===== config.mk =====
export PLATFORM = sky130hd
export DESIGN_NAME = delta_sample_voice
export DESIGN_NICKNAME = d
export VERILOG_FILES = /design/src/rtl/dsv_pkg.sv /design/src/rtl/dsv_regs.sv /design/src/rtl/dsv_timer.sv /design/src/rtl/dsv_fetch.sv /design/src/rtl/dsv_output.sv /design/src/rtl/delta_sample_voice.sv
export SDC_FILE = /design/constraint.sdc
export NUM_CORES = 1
export LEC_CHECK = 0
export BUFFER_PORTS_ARGS = -buffer_cell sky130_fd_sc_hd__buf_2
export CORE_MARGIN = 2
export CORE_UTILIZATION = 63
export CTS_CLUSTER_SIZE = 40
export DETAILED_ROUTE_END_ITERATION = 10
export PLACE_DENSITY = 0.84
export SYNTH_ARGS = -nofsm -noshare
export SYNTH_HDL_FRONTEND = slang
export SYNTH_SLANG_ARGS = --single-unit

===== constraint.sdc =====
create_clock -name clk -period 7.9 [get_ports clk]
set_input_delay 2.37 -clock clk [delete_from_list [all_inputs] [get_ports clk]]
set_output_delay 2.37 -clock clk [all_outputs]
set_load 0.01 [all_outputs]

===== src/rtl/dsv_pkg.sv =====
package dsv_pkg;

   localparam int BYTE_W      = 8;
   localparam int RATE_COUNT  = 16;
   localparam int RATE_MAX    = 428;
   localparam int RATE_MIN    = 54;

   typedef enum logic [1:0] {
      SEL_CTRL   = 2'd0,
      SEL_LEVEL  = 2'd1,
      SEL_START  = 2'd2,
      SEL_LENGTH = 2'd3
   } reg_sel_e;

   typedef struct packed {
      logic       irq_en;
      logic       loop;
      logic [3:0] rate;
   } ctrl_t;

   // Clock count between consumed bits for each rate index.
   function automatic int unsigned rate_clocks(input logic [3:0] idx);
      int unsigned v;
      case (idx)
         4'd0:  v = 428;
         4'd1:  v = 380;
         4'd2:  v = 340;
         4'd3:  v = 320;
         4'd4:  v = 286;
         4'd5:  v = 254;
         4'd6:  v = 226;
         4'd7:  v = 214;
         4'd8:  v = 190;
         4'd9:  v = 160;
         4'd10: v = 142;
         4'd11: v = 128;
         4'd12: v = 106;
         4'd13: v = 84;
         4'd14: v = 72;
         default: v = 54;
      endcase
      return v;
   endfunction

endpackage


===== src/rtl/dsv_regs.sv =====
module dsv_regs
   import dsv_pkg::*;
#(
   parameter int LVL_W = 6
) (
   input  logic             clk,
   input  logic             rst_n,
   input  logic             wr,
   input  logic [1:0]       sel,
   input  logic [7:0]       wdata,
   output ctrl_t            ctrl,
   output logic [7:0]       start_code,
   output logic [7:0]       len_code,
   output logic             ctrl_wr,
   output logic             lvl_wr,
   output logic [LVL_W-1:0] lvl_val
);

   logic unused_wdata_bits;
   assign unused_wdata_bits = ^wdata[5:4];

   assign ctrl_wr = wr && (sel == SEL_CTRL);
   assign lvl_wr  = wr && (sel == SEL_LEVEL);
   assign lvl_val = wdata[LVL_W:1];

   always_ff @(posedge clk) begin
      if (!rst_n) begin
         ctrl       <= '0;
         start_code <= '0;
         len_code   <= '0;
      end else if (wr) begin
         case (sel)
            SEL_CTRL: begin
               ctrl.irq_en <= wdata[7];
               ctrl.loop   <= wdata[6];
               ctrl.rate   <= wdata[3:0];
            end
            SEL_START:  start_code <= wdata;
            SEL_LENGTH: len_code   <= wdata;
            default: ;
         endcase
      end
   end

endmodule


===== src/rtl/dsv_timer.sv =====
module dsv_timer
   import dsv_pkg::*;
#(
   parameter int RATE_DIV = 1,
   parameter int TMR_W    = $clog2(RATE_MAX)
) (
   input  logic       clk,
   input  logic       rst_n,
   input  logic [3:0] rate,
   output logic       tick
);

   logic [TMR_W-1:0] cnt;
   logic [TMR_W-1:0] reload;

   always_comb begin
      reload = TMR_W'(rate_clocks(rate) / RATE_DIV - 1);
   end

   assign tick = (cnt == '0);

   always_ff @(posedge clk) begin
      if (!rst_n) begin
         cnt <= '0;
      end else if (tick) begin
         cnt <= reload;
      end else begin
         cnt <= cnt - 1'b1;
      end
   end

endmodule


===== src/rtl/dsv_fetch.sv =====
module dsv_fetch
   import dsv_pkg::*;
#(
   parameter int          ADDR_W    = 16,
   parameter logic [31:0] BASE_ADDR = 32'h0000_C000,
   parameter int          ADDR_LG   = 4,
   parameter int          LEN_LG    = 4,
   parameter int          REM_W     = 12
) (
   input  logic              clk,
   input  logic              rst_n,
   input  logic              en_wr,
   input  logic              en_val,
   input  logic [7:0]        start_code,
   input  logic [7:0]        len_code,
   input  logic              loop,
   input  logic              irq_en,
   input  logic              ctrl_wr,
   input  logic              take,
   input  logic              mem_ack,
   input  logic [BYTE_W-1:0] mem_rdata,
   output logic              mem_req,
   output logic [ADDR_W-1:0] mem_addr,
   output logic              buf_full,
   output logic [BYTE_W-1:0] buf_data,
   output logic              busy,
   output logic              irq
);

   logic [REM_W-1:0]  remain;
   logic [ADDR_W-1:0] start_addr;
   logic [REM_W-1:0]  start_len;
   logic              accept;
   logic              last_byte;
   logic              stop_req;
   logic              start_req;

   assign start_addr = ADDR_W'(BASE_ADDR) + (ADDR_W'(start_code) << ADDR_LG);
   assign start_len  = (REM_W'(len_code) << LEN_LG) + REM_W'(1);

   assign busy      = (remain != '0);
   assign mem_req   = !buf_full && busy;
   assign accept    = mem_req && mem_ack;
   assign last_byte = accept && (remain == REM_W'(1));
   assign stop_req  = en_wr && !en_val;
   assign start_req = en_wr && en_val && !busy;

   // Count and address: enable strobe outranks a byte acceptance.
   always_ff @(posedge clk) begin
      if (!rst_n) begin
         remain   <= '0;
         mem_addr <= ADDR_W'(BASE_ADDR);
      end else if (stop_req) begin
         remain   <= '0;
      end else if (start_req) begin
         remain   <= start_len;
         mem_addr <= start_addr;
      end else if (accept) begin
         if (last_byte && loop) begin
            remain   <= start_len;
            mem_addr <= start_addr;
         end else begin
            remain   <= remain - 1'b1;
            mem_addr <= mem_addr + 1'b1;
         end
      end
   end

   // One-byte holding buffer between memory and shifter.
   always_ff @(posedge clk) begin
      if (!rst_n) begin
         buf_full <= 1'b0;
         buf_data <= '0;
      end else if (accept) begin
         buf_full <= 1'b1;
         buf_data <= mem_rdata;
      end else if (take) begin
         buf_full <= 1'b0;
      end
   end

   // End-of-sample flag: a control write clears it and wins.
   always_ff @(posedge clk) begin
      if (!rst_n) begin
         irq <= 1'b0;
      end else if (ctrl_wr) begin
         irq <= 1'b0;
      end else if (last_byte && !loop && irq_en) begin
         irq <= 1'b1;
      end
   end

endmodule


===== src/rtl/dsv_output.sv =====
module dsv_output
   import dsv_pkg::*;
#(
   parameter int LVL_W    = 6,
   parameter bit SATURATE = 1'b1
) (
   input  logic              clk,
   input  logic              rst_n,
   input  logic              tick,
   input  logic              buf_full,
   input  logic [BYTE_W-1:0] buf_data,
   input  logic              lvl_wr,
   input  logic [LVL_W-1:0]  lvl_val,
   output logic              take,
   output logic [LVL_W-1:0]  level
);

   localparam int                CNT_W   = $clog2(BYTE_W + 1);
   localparam logic [LVL_W-1:0]  LVL_TOP = '1;
   localparam logic [LVL_W-1:0]  LVL_BOT = '0;

   logic [BYTE_W-1:0] shreg;
   logic [CNT_W-1:0]  left;
   logic              step;
   logic [LVL_W-1:0]  stepped;

   assign take = (left == '0) && buf_full;
   assign step = tick && (left != '0);

   generate
      if (SATURATE) begin : g_sat
         always_comb begin
            if (shreg[0]) begin
               stepped = (level == LVL_TOP) ? level : level + 1'b1;
            end else begin
               stepped = (level == LVL_BOT) ? level : level - 1'b1;
            end
         end
      end else begin : g_wrap
         always_comb begin
            stepped = shreg[0] ? level + 1'b1 : level - 1'b1;
         end
      end
   endgenerate

   always_ff @(posedge clk) begin
      if (!rst_n) begin
         shreg <= '0;
         left  <= '0;
      end else if (take) begin
         shreg <= buf_data;
         left  <= CNT_W'(BYTE_W);
      end else if (step) begin
         shreg <= shreg >> 1;
         left  <= left - 1'b1;
      end
   end

   always_ff @(posedge clk) begin
      if (!rst_n) begin
         level <= '0;
      end else if (lvl_wr) begin
         level <= lvl_val;
      end else if (step) begin
         level <= stepped;
      end
   end

endmodule


===== src/rtl/delta_sample_voice.sv =====
module delta_sample_voice
   import dsv_pkg::*;
#(
   parameter int          ADDR_W    = 16,
   parameter int          LVL_W     = 6,
   parameter int          RATE_DIV  = 1,
   parameter logic [31:0] BASE_ADDR = 32'h0000_C000,
   parameter int          ADDR_LG   = 4,
   parameter int          LEN_LG    = 4,
   parameter bit          SATURATE  = 1'b1
) (
   input  logic              clk,
   input  logic              rst_n,
   input  logic              reg_wr,
   input  logic [1:0]        reg_sel,
   input  logic [7:0]        reg_wdata,
   input  logic              en_wr,
   input  logic              en_val,
   output logic              mem_req,
   output logic [ADDR_W-1:0] mem_addr,
   input  logic              mem_ack,
   input  logic [7:0]        mem_rdata,
   output logic [LVL_W-1:0]  level,
   output logic              irq,
   output logic              busy
);

   localparam int REM_W = $clog2((255 << LEN_LG) + 2);
   localparam int TMR_W = $clog2(RATE_MAX);

   if (LVL_W < 2 || LVL_W > 7) begin : g_bad_lvl
      $error("LVL_W must lie in 2..7");
   end
   if (RATE_DIV < 1 || RATE_DIV > RATE_MIN) begin : g_bad_div
      $error("RATE_DIV must lie in 1..54");
   end
   if (ADDR_W < 16) begin : g_bad_addr
      $error("ADDR_W must be at least 16");
   end

   ctrl_t             ctrl;
   logic [7:0]        start_code;
   logic [7:0]        len_code;
   logic              ctrl_wr;
   logic              lvl_wr;
   logic [LVL_W-1:0]  lvl_val;
   logic              tick;
   logic              take;
   logic              buf_full;
   logic [BYTE_W-1:0] buf_data;

   dsv_regs #(.LVL_W(LVL_W)) regs_i (
      .clk        (clk),
      .rst_n      (rst_n),
      .wr         (reg_wr),
      .sel        (reg_sel),
      .wdata      (reg_wdata),
      .ctrl       (ctrl),
      .start_code (start_code),
      .len_code   (len_code),
      .ctrl_wr    (ctrl_wr),
      .lvl_wr     (lvl_wr),
      .lvl_val    (lvl_val)
   );

   dsv_timer #(.RATE_DIV(RATE_DIV), .TMR_W(TMR_W)) timer_i (
      .clk   (clk),
      .rst_n (rst_n),
      .rate  (ctrl.rate),
      .tick  (tick)
   );

   dsv_fetch #(
      .ADDR_W    (ADDR_W),
      .BASE_ADDR (BASE_ADDR),
      .ADDR_LG   (ADDR_LG),
      .LEN_LG    (LEN_LG),
      .REM_W     (REM_W)
   ) fetch_i (
      .clk        (clk),
      .rst_n      (rst_n),
      .en_wr      (en_wr),
      .en_val     (en_val),
      .start_code (start_code),
      .len_code   (len_code),
      .loop       (ctrl.loop),
      .irq_en     (ctrl.irq_en),
      .ctrl_wr    (ctrl_wr),
      .take       (take),
      .mem_ack    (mem_ack),
      .mem_rdata  (mem_rdata),
      .mem_req    (mem_req),
      .mem_addr   (mem_addr),
      .buf_full   (buf_full),
      .buf_data   (buf_data),
      .busy       (busy),
      .irq        (irq)
   );

   dsv_output #(.LVL_W(LVL_W), .SATURATE(SATURATE)) output_i (
      .clk      (clk),
      .rst_n    (rst_n),
      .tick     (tick),
      .buf_full (buf_full),
      .buf_data (buf_data),
      .lvl_wr   (lvl_wr),
      .lvl_val  (lvl_val),
      .take     (take),
      .level    (level)
   );

endmodule


==> impl_metrics.tcl, run 1 <==
set metrics [dict create \
    cts_buffers 9 \
    synthCells 546 \
    yosys_most_used_dff "dfxtp_1" \
    p_sw_mw 0.929 \
    multi_input_area_mm2 0.00273 \
    stdcell_count 688 \
    synth_edf_count 0 \
    grt_pass1_vias 3804 \
    grt_use_met2_pct 44.6 \
    async_flop_share_pct 0 \
    fin_crit_sh_pct 57.9 \
    die_area_mm2 0.00834 \
    p_per_area_mw_per_mm2 389 \
    final.setup.tns_ns 0 \
    met1_usage_pct 35.8 \
    num_io_pins 49 \
    wl_per_cell_um 16.2 \
    antenna_left 0 \
    final_area_mm2 0.00529 \
    start_kind "register" \
    regArea_mm2 0.00190 \
    place_ws_ns 3.24 \
    grt_pass1_wl_mm 18.3 \
    core_area_mm2 0.00733 \
    drt_first_iter_violations 271 \
    ir_worst_vdd_mv 0.288 \
    cp_data_arrival_time_ns 2.21 \
    synth_largest_area_cell "dfxtp_1" \
    cts_resized 0 \
    drv_cap 0 \
    synth_top_family_by_area "simple AND/OR/NAND/NOR gates" \
    gp_congestion 0.907 \
    relSlewSlack_pct 29.1 \
    grt_usage_pct 27.2 \
    use_met3_pct 4.98 \
    htree_levels 3 \
    wl_mm 11.1 \
    synth_xor_area_share_pct 6.20 \
    ys_ff_latch 95 \
    power_mw 2.06 \
    drive_above_1_share_pct 13.2 \
    ys_top_cells_by_area "dfxtp_1 40%, mux2i_1 7.3%, a21oi_1 4.8%" \
    hp-class "reg -> reg" \
    drc 0 \
    top_usage_layer "met2" \
    max_freq_mhz 218 \
    vias 4237 \
    dp.cells 672 \
    first_pass_iters 5 \
    start_util_pct 65.5 \
    worst_slack_ns 3.32 \
    crit_path_end_kind "output port" \
    muxShareOfSynthArea_pct 7.99 \
    synth_nets 587 \
    required_ns 5.53 \
    syn_area_mm2 0.00480 \
    cts_tree "built" \
    rsz0062_at_grt "false" \
    avgSynthCellArea_um2 8.80 \
    grt_start_max_net_pins 51 \
    power.leakage_nw 2.12 \
    yosys_warnings 0 \
    tightest_slew_ns 1.06 \
    p_int_mw 1.13 \
    port-buffer-count 48 \
    hold_slack_ns 0.467 \
    rows 31 \
    clock_latency_ns 0.37 \
    status "complete, no violations" \
    yosys.cell_types.count 61 \
    final_nets 625 \
    cts_buffer_depth 2 \
    finalHoldViolCount 0 \
    sw_frac_of_total_pct 45.2 \
    clk_pin_slew_ns 0.10 \
    cts_hold_buf 0 \
    overflow 0 \
    comb_power_share_pct 49.3 \
    synth-compound-area-share_pct 16.9 \
    setup_viol 0 \
    postPlaceCellArea_mm2 0.00508 \
    die_x_um 91.3 \
    post-cts-setup-buffers 0 \
    path_class "reg -> out" \
    p_seq_share_pct 34.3 \
    place_hpwl_mm 8.02 \
    synthAdderAreaFrac_pct 4.58 \
    worstPathMaxFanout 7 \
    dieHeight_um 91.3 \
    antenna_found_initial 0 \
    syn_to_final_growth_pct 10.1 \
    cts_sinks 95 \
    period_minus_slack_ns 4.58 \
    synth-seq-area-share_pct 39.6 \
    nFillCells 557 \
    cts-root-buf "clkbuf_8" \
    clockPowerShare_pct 16.4 \
    synth.top_cell.area_share_pct 39.6 \
    fin_skew_ns 0.0105 \
    antenna_cells 0 \
    final_util_pct 72.2 \
    vias_per_cell 6.16 \
    synthSimpleGateAreaFrac_pct 21.1 \
    slew_violations 0 \
]
==> power groups by stage <==
stage | Combinational, mW | Clock [mW] | Sequential, mW
6_report | 1.01 | 0.337 | 0.706
3_5_place_dp | 0.993 | 0 | 0.712
4_1_cts | 0.998 | 0.339 | 0.701
3_3_place_gp | 0.964 | 0 | 0.707
2_1_floorplan | 0.801 | 0 | 0.684
5_1_grt | 1.11 | 0.360 | 0.720
==> layout make-up <==
type                       instances  share of cell area [%]
inverter                          18                    1.28
clock inverter                     4                   0.993
multi-input combinational        409                    51.5
sequential                        95                    36.0
timing repair buffer              51                    4.97
clock buffer                      12                    2.93
tap                               99                    2.34
==> placed cells by master, fill, tap and decap left out, types with 13 or more instances in the layout <==
| cell | instances |
|---|---|
| a21oi_1 | 46 |
| buf_2 | 48 |
| dfxtp_1 | 95 |
| ha_1 | 16 |
| inv_1 | 18 |
| mux2i_1 | 35 |
| nand2_1 | 38 |
| nand3_1 | 16 |
| nor2_1 | 61 |
| nor3_1 | 13 |
| o21ai_0 | 33 |
| xnor2_1 | 13 |
| xor2_1 | 21 |
==> flip-flops by register name, summed over array words and instances, names as in the netlist, named ones only <==
register / count
timer_i.cnt: 9
regs_i.len_code: 8
output_i.left: 4
output_i.shreg: 8
output_i.level: 6
fetch_i.buf_full: 1
regs_i.ctrl: 6
fetch_i.remain: 12
regs_i.start_code: 8
fetch_i.irq: 1
fetch_i.mem_addr: 16
fetch_i.buf_data: 8
==> Yosys cell counts, drive strengths merged (2+ instances only) <==
cell    count
o41ai       3
nand2b      6
nor3       14
buf         7
xnor2      13
nand3      17
ha         16
dfxtp      95
inv        18
o31a        2
mux2i      35
nor3b       4
and3        5
o21a        2
o22ai       4
nand4      12
xor2       21
o21ai      35
or4         5
nand2      38
or3         4
nor2       61
nor4       10
a21o        3
and4        3
clkbuf     17
o211ai      6
o31ai       5
nand4b      3
nor2b       2
a211oi      9
nand3b      3
a21oi      46
a31oi       4
a311oi      3
==> path summary, 6_finish.rpt <==
kind	from	end	slack [ns]	cells after the start
setup / recovery	fetch_i.remain[4]	busy	3.32	3
hold / removal	fetch_i.buf_data[5]	fetch_i.buf_data[5]	0.47	2
setup reg to reg	timer_i.cnt[0]	output_i.shreg[6]	5.03	7
hold reg to reg	fetch_i.buf_data[5]	fetch_i.buf_data[5]	0.47	2
==> per-layer routing <==
metal	vias up	part of all wire, %
met5	-	0
met4	0	2.0
met2	148	49
met3	19	6.3
met1	2019	43
li1	2051	-
==> cells by family (layout without fill, tap and decap cells) <==
logic type / after synthesis / count (layout)
AOI/OAI and AO/OA: 129 / 129
DFF: 95 / 95
xor gates and xnor gates: 34 / 34
and+or+nand+nor: 192 / 192
buffers and inverters: 42 / 85
muxes: 37 / 37
adders and majority gates: 17 / 17
==> critical path, cell delays in order, from the launching register on <==
cell and delay, ns:
dfxtp_1 0.38, nor4_1 0.82, nand4_1 0.39, buf_2 0.25
Power figures use the tool's default switching activity.
==> inputs of run 2 (changes only) <==
Settings changed: ABC_AREA from default to 1, CORE_UTILIZATION 63 to 53, PLACE_DENSITY 0.84 to 0.76.
Clock period 7.9 ns to 4.05 ns, I/O delays scaled along.
==> run 2 against run 1 <==
Effect of this change:
- wire length fell by 0.33%
- power rose by 90%
- clock-buffer cell count rose by 1
- final area rose by 2.2%
- largest cell class unchanged
- via count rose by 6.7%
- sequential share of layout area fell by 0.76 points
- combinational power rose by 89%
- largest power group unchanged
- register-to-register slack got worse by 3.5 ns
- non-clock buffer count fell by 1
- clock skew fell by 0.0019 ns
- worst setup slack got worse by 2.2 ns
- sequential power rose by 95%
==> impl_metrics.tcl, run 2 <==
set metrics [dict create \
    required_ns 2.83 \
    final.setup.tns_ns 0 \
    dieHeight_um 100 \
    cts_buffers 9 \
    async_flop_share_pct 0 \
    cts_resized 0 \
    power.leakage_nw 2.40 \
    final_nets 768 \
    vias 4521 \
    antenna_left 0 \
    synthAdderAreaFrac_pct 4.49 \
    fin_skew_ns 0.00868 \
    largest_register_ff_count 16 \
    syn_area_mm2 0.00491 \
    final_util_pct 59.3 \
    drt_first_iter_violations 186 \
    reg_top3 "fetch_i.mem_addr: 16 flops, fetch_i.remain: 12 flops, timer_i.cnt: 9 flops" \
    path_class "reg -> out" \
    place_hpwl_mm 8.25 \
    antenna_cells 0 \
    relSlewSlack_pct 57.5 \
    mostFrequentLayoutCells "114 x nand2_1, 98 x nor2_1, 95 x dfxtp_1, 73 x inv_1, 48 x buf_2" \
    htree_levels 3 \
    vias_per_cell 5.36 \
    synth-compound-area-share_pct 14.3 \
    cts-root-buf "clkbuf_8" \
    start_util_pct 53.9 \
    synth_edf_count 0 \
    status "complete, no violations" \
    rsz0062_at_grt "false" \
    synth_commonest_cells "114 x nand2_1, 98 x nor2_1, 95 x dfxtp_1" \
    place_ws_ns 0.871 \
    muxShareOfSynthArea_pct 0 \
    setup_viol 0 \
    grt_usage_pct 23.5 \
    hold_slack_ns 0.442 \
    rows 35 \
    p_per_area_mw_per_mm2 725 \
    synth_nets 723 \
    cts_hold_buf 0 \
    layout_commonest_cell "nand2_1" \
    grt_pass1_wl_mm 19.1 \
    post-cts-setup-buffers 0 \
    max_freq_mhz 341 \
    grt_pass1_vias 4189 \
    yosys_warnings 0 \
    fin_crit_sh_pct 72.4 \
    gp_congestion 0.903 \
    finalHoldViolCount 0 \
    start_kind "register" \
    num_io_pins 49 \
    synth-seq-area-share_pct 38.7 \
    synth_largest_area_cell "dfxtp_1" \
    cp_data_arrival_time_ns 1.72 \
    path_cells "inv_1, ha_1, nand2_1, nor3_2, nor2_1, buf_2" \
    overflow 0 \
    post-synth-top-count-cell "nand2_1" \
    yosys.cell_types.count 43 \
    ys_top_cells_by_area "dfxtp_1 39%, nand2_1 8.7%, nor2_1 7.5%" \
    clock_latency_ns 0.37 \
    period_minus_slack_ns 2.93 \
    hp-class "reg -> reg" \
    drc 0 \
    avgSynthCellArea_um2 7.20 \
    synth.top_cell.area_share_pct 38.7 \
    grt_start_max_net_pins 42 \
    die_x_um 100 \
    core_area_mm2 0.00911 \
    slew_violations 0 \
    synth_top_family_by_area "simple AND/OR/NAND/NOR gates" \
    syn_to_final_growth_pct 10.1 \
    synthSimpleGateAreaFrac_pct 30.7 \
    worstPathMaxFanout 5 \
    slowest_delay_ns 0.39 \
    die_area_mm2 0.0100 \
    clk_pin_slew_ns 0.09 \
    cts_tree "built" \
    cts_sinks 95 \
    synthCells 682 \
    yosys_most_used_dff "dfxtp_1" \
    drv_cap 0 \
    drive_above_1_share_pct 13.1 \
    synth_xor_area_share_pct 3.93 \
    regMostFlops "fetch_i.mem_addr" \
    port-buffer-count 48 \
    crit_path_end_kind "output port" \
    tightest_slew_ns 0.636 \
    cts_buffer_depth 2 \
    power_mw 3.92 \
    first_pass_iters 4 \
    wl_mm 11.1 \
    ys_ff_latch 95 \
    worst_slack_ns 1.12 \
    wl_per_cell_um 13.2 \
    ir_worst_vdd_mv 0.268 \
    antenna_found_initial 0 \
    critPathSlowestCell "nor3_2" \
]
-- run 2: cell types whose count changed in the layout (fill, tap and decap cells not counted), sizes merged, moves of 6 or more --
cell and delta:
o21ai +17, or2 +6, nand2 +84, nor3 +13, xor2 -8, nor2 +45, nor4 -10, nand3 +30
mux2i -35, inv +59, nand2b -6
-- run 2: area by class of cell --
| cell class | count | area [um^2] |
|---|---|---|
| repair buffers | 50 | 255 |
| well taps | 111 | 139 |
| clock buffers | 13 | 149 |
| inverters | 78 | 293 |
| clock inverters | 3 | 42.5 |
| multi-input cells | 493 | 2620 |
| fillers | 840 | 3700 |
| flip-flops and latches | 95 | 1900 |
-- run 2: logic make-up after synthesis --
| group | after synthesis |
|---|---|
| AO/OA/AOI/OAI | 126 |
| XOR/XNOR | 22 |
| AND/OR/NAND/NOR | 328 |
| adder cells (fa/ha/maj) | 17 |
| buffers and inverters | 94 |
| flip-flops | 95 |
-- run 2: per-stage QoR --
stage          cell area (um^2)  instances
6_report                   5400        843
3_5_place_dp               5210        827
2_1_floorplan              4910        682
3_3_place_gp               5210        827
4_1_cts                    5400        843
5_1_grt                    5400        843
-- run 2: final timing paths --
path | start | endpoint | slack [ns] | depth (start not counted)
worst max register to register | fetch_i.remain[0] | fetch_i.mem_addr[4] | 1.57 | 12
worst min-delay path | timer_i.cnt[0] | timer_i.cnt[0] | 0.44 | 1
worst max-delay path | fetch_i.remain[0] | mem_req | 1.12 | 6
worst min register to register | timer_i.cnt[0] | timer_i.cnt[0] | 0.44 | 1
-- run 2: routing by layer --
layer	GRT usage [%]	share of wire (%)	up-vias
met3	3.41	5.7	19
met1	30.8	46	2041
met4	9.48	1.8	0
met5	0	0	-
met2	38.8	46	123
li1	-	-	2338
-- run 2: report_power, final --
group | switching, mW | leakage, nW | internal, mW
sequential | 0.202 | 0.778 | 1.18
combinational | 1.22 | 1.53 | 0.687
clock | 0.322 | 0.0936 | 0.302
total | 1.75 | 2.40 | 2.17
-- run 2: worst max-delay path, delay by kind of cell, from the launching register on --
kind / cells / cell delay (ns)
fa+ha+maj: 1 / 0.16
buf+inv: 2 / 0.29
flops: 1 / 0.35
simple gates: 3 / 0.55
